**src/rtl/dram_temp_timing_sel.sv**
```systemverilog
module dram_temp_timing_sel #(
  parameter int NB = 4,
  parameter int CW = 6,
  parameter int TW = 8,
  parameter int HW = 4,
  parameter int T0 = 55,
  parameter int T1 = 65,
  parameter int T2 = 75,
  localparam int BW = $clog2(NB)
) (
  input  logic          clk,
  input  logic          rst_n,
  input  logic          temp_valid,
  input  logic [TW-1:0] temp_val,
  input  logic          temp_bad,
  input  logic          prog_we,
  input  logic [4:0]    prog_addr,
  input  logic [CW-1:0] prog_data,
  input  logic          cmd_valid,
  input  logic [1:0]    cmd_type,
  input  logic [BW-1:0] cmd_bank,
  output logic [NB-1:0] act_ok,
  output logic [NB-1:0] rw_ok,
  output logic [NB-1:0] pre_ok,
  output logic [1:0]    set_idx
);
  localparam logic [1:0] C_ACT = 2'd0, C_WR = 2'd2, C_PRE = 2'd3;
  localparam int F_RCD = 0, F_RAS = 1, F_WR = 2, F_RP = 3;
  localparam logic [CW-1:0] D_RCD = CW'(11), D_RAS = CW'(28), D_WR = CW'(12), D_RP = CW'(11);

  logic [3:0][3:0][CW-1:0] tbl;
  logic [HW-1:0] cool_need, streak;
  logic [1:0] req_set, act_set, run_max, tgt, nmax;
  logic [HW:0] need_eff;
  logic [CW-1:0] cur_rcd, cur_ras, cur_wr, cur_rp;
  logic [NB-1:0][CW-1:0] rcd_c, ras_c, wr_c, rp_c;

  always_ff @(posedge clk or negedge rst_n) begin
    if (!rst_n) begin
      for (int s = 0; s < 4; s++) begin
        tbl[s][F_RCD] <= D_RCD;
        tbl[s][F_RAS] <= D_RAS;
        tbl[s][F_WR]  <= D_WR;
        tbl[s][F_RP]  <= D_RP;
      end
      cool_need <= HW'(4);
    end else if (prog_we) begin
      if (prog_addr[4]) cool_need <= prog_data[HW-1:0];
      else tbl[prog_addr[3:2]][prog_addr[1:0]] <= prog_data;
    end
  end

  always_comb begin
    if (temp_bad || temp_val > TW'(T2)) tgt = 2'd3;
    else if (temp_val > TW'(T1))        tgt = 2'd2;
    else if (temp_val > TW'(T0))        tgt = 2'd1;
    else                                tgt = 2'd0;
  end

  assign need_eff = (cool_need == '0) ? (HW+1)'(1) : {1'b0, cool_need};
  assign nmax = (streak == '0 || tgt > run_max) ? tgt : run_max;

  always_ff @(posedge clk or negedge rst_n) begin
    if (!rst_n) begin
      req_set <= 2'd3;
      act_set <= 2'd3;
      streak  <= '0;
      run_max <= 2'd0;
    end else begin
      if (temp_valid) begin
        if (tgt >= req_set) begin
          if (tgt > req_set) req_set <= tgt;
          streak <= '0;
        end else if ({1'b0, streak} + 1'b1 >= need_eff) begin
          req_set <= nmax;
          streak  <= '0;
        end else begin
          streak  <= streak + 1'b1;
          run_max <= nmax;
        end
      end
      if (!cmd_valid) act_set <= req_set;
    end
  end

  assign set_idx = act_set;
  assign cur_rcd = tbl[act_set][F_RCD];
  assign cur_ras = tbl[act_set][F_RAS];
  assign cur_wr  = tbl[act_set][F_WR];
  assign cur_rp  = tbl[act_set][F_RP];

  function automatic logic [CW-1:0] tick(input logic [CW-1:0] c, input logic ld, input logic [CW-1:0] v);
    logic [CW-1:0] d;
    d = (c == '0) ? '0 : c - 1'b1;
    return (ld && v > d) ? v : d;
  endfunction

  for (genvar b = 0; b < NB; b++) begin : g_bank
    logic hit;
    assign hit = cmd_valid && (cmd_bank == BW'(b));
    always_ff @(posedge clk or negedge rst_n) begin
      if (!rst_n) begin
        rcd_c[b] <= '0;
        ras_c[b] <= '0;
        wr_c[b]  <= '0;
        rp_c[b]  <= '0;
      end else begin
        rcd_c[b] <= tick(rcd_c[b], hit && cmd_type == C_ACT, cur_rcd);
        ras_c[b] <= tick(ras_c[b], hit && cmd_type == C_ACT, cur_ras);
        wr_c[b]  <= tick(wr_c[b],  hit && cmd_type == C_WR,  cur_wr);
        rp_c[b]  <= tick(rp_c[b],  hit && cmd_type == C_PRE, cur_rp);
      end
    end
    assign rw_ok[b]  = rcd_c[b] == '0;
    assign pre_ok[b] = ras_c[b] == '0 && wr_c[b] == '0;
    assign act_ok[b] = rp_c[b] == '0;
  end
endmodule

```
**config.mk**
```make
export PLATFORM = sky130hd
export DESIGN_NAME = dram_temp_timing_sel
export DESIGN_NICKNAME = d
export VERILOG_FILES = /design/src/rtl/dram_temp_timing_sel.sv
export SDC_FILE = /design/constraint.sdc
export NUM_CORES = 1
export LEC_CHECK = 0
export ABC_AREA = 1
export BUFFER_PORTS_ARGS = -buffer_cell sky130_fd_sc_hd__buf_2
export CAP_MARGIN = 20
export CELL_PAD_IN_SITES_DETAIL_PLACEMENT = 1
export CELL_PAD_IN_SITES_GLOBAL_PLACEMENT = 1
export CORE_ASPECT_RATIO = 1.2
export CORE_MARGIN = 5
export CORE_UTILIZATION = 40
export CTS_CLUSTER_SIZE = 28
export DETAILED_ROUTE_END_ITERATION = 16
export PLACE_DENSITY_LB_ADDON = 0.1
export SLEW_MARGIN = 20
export SYNTH_ARGS = -nofsm -noshare
export SYNTH_HDL_FRONTEND = slang
export SYNTH_SLANG_ARGS = --single-unit
```
**constraint.sdc**
```tcl
create_clock -name clk -period 3.1 [get_ports clk]
set_input_delay 0.31 -clock clk [delete_from_list [all_inputs] [get_ports clk]]
set_output_delay 0.31 -clock clk [all_outputs]
set_load 0.05 [all_outputs]
```
==> flow_metrics.env <==
export IMPL_status="finished clean"
export IMPL_post_dp_hpwl_mm=26.15
export IMPL_cts_sinks=206
export IMPL_grt_first_pass_wirelength_mm=59.01
export IMPL_grt_usage_pct=19.14
export IMPL_tns_ns=0
export IMPL_drive_above_1_share_pct=11.50
export IMPL_ys_top_cells_by_area="dfrtp_1 (30%), ha_1 (13%), nand2_1 (12%)"
export IMPL_postLayoutCellArea_mm2=0.01480
export IMPL_cts_max_level=1
export IMPL_stdcell_count=2233
export IMPL_yosysTopAreaCell="dfrtp_1"
export IMPL_cts_root_buffer="clkbuf_16"
export IMPL_final_cell_mix="nand2_1 (415), inv_1 (203), dfrtp_1 (157), nor2_1 (150), o21ai_0 (147)"
export IMPL_ys_warn_count=0
export IMPL_cts_tree="done"
export IMPL_cts_buffer_depth=3
export IMPL_rows=73
export IMPL_setup_viol=0
export IMPL_die_h_um=209.7
export IMPL_drt_iter0_markers=401
export IMPL_final_common_cell="nand2_1"
export IMPL_total_leakage_power_nw=7.456
export IMPL_slew_headroom_pct=56.77
export IMPL_setup_slack_ns=0.2870
export IMPL_clk_latency_ns=0.52
export IMPL_endpoint_kind="register"
export IMPL_grt_setup_unrepaired="false"
export IMPL_p_per_area_mw_per_mm2=1027
export IMPL_critPathLaunchType="register"
export IMPL_pre_cts_slack_ns=0.1641
export IMPL_hold_class="input pin to register"
export IMPL_ir_drop_v=0.0005123
export IMPL_multiInputGateArea_mm2=0.006972
export IMPL_placed_cell_area_mm2=0.01401
export IMPL_grt_max_degree=71
export IMPL_drv_cap=0
export IMPL_crit_type="register to register"
export IMPL_grt_pass1_vias=12040
export IMPL_ant_nets=0
export IMPL_fillers=4082
export IMPL_nNetsFinal=1934
export IMPL_gr_total_overflow=0
export IMPL_diodes=0
export IMPL_synth_cell_types=35
export IMPL_portBuffers=41
export IMPL_cts_setup_buffers=0
export IMPL_worst_pin_slew_ns=0.6478
export IMPL_clock_skew_ns=0.008706
export IMPL_cp_arrival_ns=3.20
export IMPL_final_min_clock_period_ns=2.813
export IMPL_gp_congestion=0.8087
export IMPL_ys_ff_latch=206
export IMPL_firstDrtPassIters=6
export IMPL_routed_via_density=5.129
export IMPL_cts_made_buffers=23
export IMPL_period_share_pct=90.74
export IMPL_maxSlewViolCount=0
export IMPL_synth_cells=1723
export IMPL_synth_top_area_share_pct=29.57
export IMPL_fmax_mhz=355.5
export IMPL_dp_cells=2191
export IMPL_grt_antenna_before_repair=0
export IMPL_vias=11450
export IMPL_area_growth_pct=11.39
export IMPL_syn_area_mm2=0.01329
export IMPL_clkTransAtPathRegs_ns=0.06
export IMPL_drc_errors=0
export IMPL_start_util_pct=40.30
export IMPL_final_core_util_pct=44.88
export IMPL_hold_viol=0
export IMPL_fp_dieW_um=176.4
export IMPL_io_pins=43
export IMPL_cp_required_ns=3.49
export IMPL_core_area_mm2=0.03297
export IMPL_wl_per_cell_um=15.61
export IMPL_syn_area_per_cell_um2=7.711
export IMPL_ys_seq_area_share_pct=39.26
export IMPL_die_area_mm2=0.03698
export IMPL_crit_fanout=36
export IMPL_wirelength_mm=34.86
export IMPL_synth_fp_nets=1890
export IMPL_ff_latch_area_mm2=0.005216
[kinds of logic after synthesis]
family / synth area share, %
fa+ha+maj: 13.00
simple gates: 22.23
compound gates: 16.54
xor+xnor: 0.5933
buf+inv: 8.381
flops: 39.26
[layer usage]
layer / up-vias / GRT usage, % / wire, um
met5: - / 0 / 0
met3: 36 / 1.729 / 658
met4: 0 / 4.217 / 609
met2: 76 / 35.82 / 17830
met1: 5567 / 23.85 / 15760
li1: 5775 / - / -
[path summary, 6_finish.rpt]
kind | from | end | slack [ns] | cells past startpoint
max in group asynchronous | rst_n | tbl[51] | 1.83 | 3
max | set_idx[0] | rp_c[19] | 0.29 | 13
max reg2reg | set_idx[0] | rp_c[19] | 0.29 | 13
min in group asynchronous | rst_n | rp_c[22] | 0.37 | 2
min | temp_valid | streak[1] | 0.04 | 2
min reg2reg | req_set[1] | req_set[1] | 0.47 | 2
[stage by stage]
stage	total power [W]	hold slack [ns]
global route	0.01694	0.03201
CTS	0.01545	0.01774
detailed placement	0.01255	0.3759
global placement	0.01212	0.3696
floorplan	0.01036	0.01441
finish	0.01520	0.04479
[report_power, final]
group	internal, W	switching [W]	leakage (nW)
registers	0.00374	0.000631	2.43
clock network	0.00167	0.00113	0.366
logic	0.00307	0.00497	4.66
total	0.00847	0.00673	7.46
[layout make-up]
class	instances	area share, %
clock inverters	11	0.9554
inverters	228	5.800
clock buffers	30	4.202
flip-flops and latches	206	35.25
well taps	450	3.805
repair buffers	64	2.883
multi-input cells	1244	47.11
[flip-flops by register name (all words and copies together), names as in the netlist]
register   flops
ras_c         24
run_max        2
tbl           96
rcd_c         24
rp_c          24
cool_need      4
wr_c          24
set_idx        2
req_set        2
streak         4
[critical path, cell delays in order, from the launching register on]
cell and delay [ns]:
dfstp_2 0.58, inv_2 0.06, buf_12 0.17, nand2_1 0.09
a32o_1 0.33, inv_2 0.13, ha_1 0.29, nand2_1 0.04
nor2_1 0.13, o21ai_1 0.09, o211ai_1 0.10, nand3_1 0.38
nor2_1 0.21, a21oi_1 0.06
[cells in the mapped netlist]
master    instances
a21o_1            3
a21oi_1          91
a21oi_2           3
a31o_2            2
a31oi_1           1
a32o_1           15
a32oi_4           3
buf_2            17
buf_4             2
buf_6             8
clkbuf_1         18
clkinv_1          2
dfrtp_1         157
dfstp_2          49
ha_1            138
inv_1           203
inv_2            23
nand2_1         415
nand3_1          81
nand3_2           1
nand3b_1          9
nand4_1          20
nor2_1          150
nor3_1           16
nor3_2            2
nor4_1            5
o211ai_1         14
o21a_1           10
o21ai_0         147
o21ai_1          86
o22ai_2           6
o31ai_1           2
or2_1             1
or2_2            14
xor2_1            9
[repair_timing]
| item | in CTS | in global routing |
|---|---|---|
| gates resized for setup | 0 | 5 |
| hold endpoints to repair | 65 | 0 |
| hold buffers | 1 | 0 |
| endpoints found under the setup margin | 0 | 28 |
Note: power is estimated with default switching activity, not from simulation.
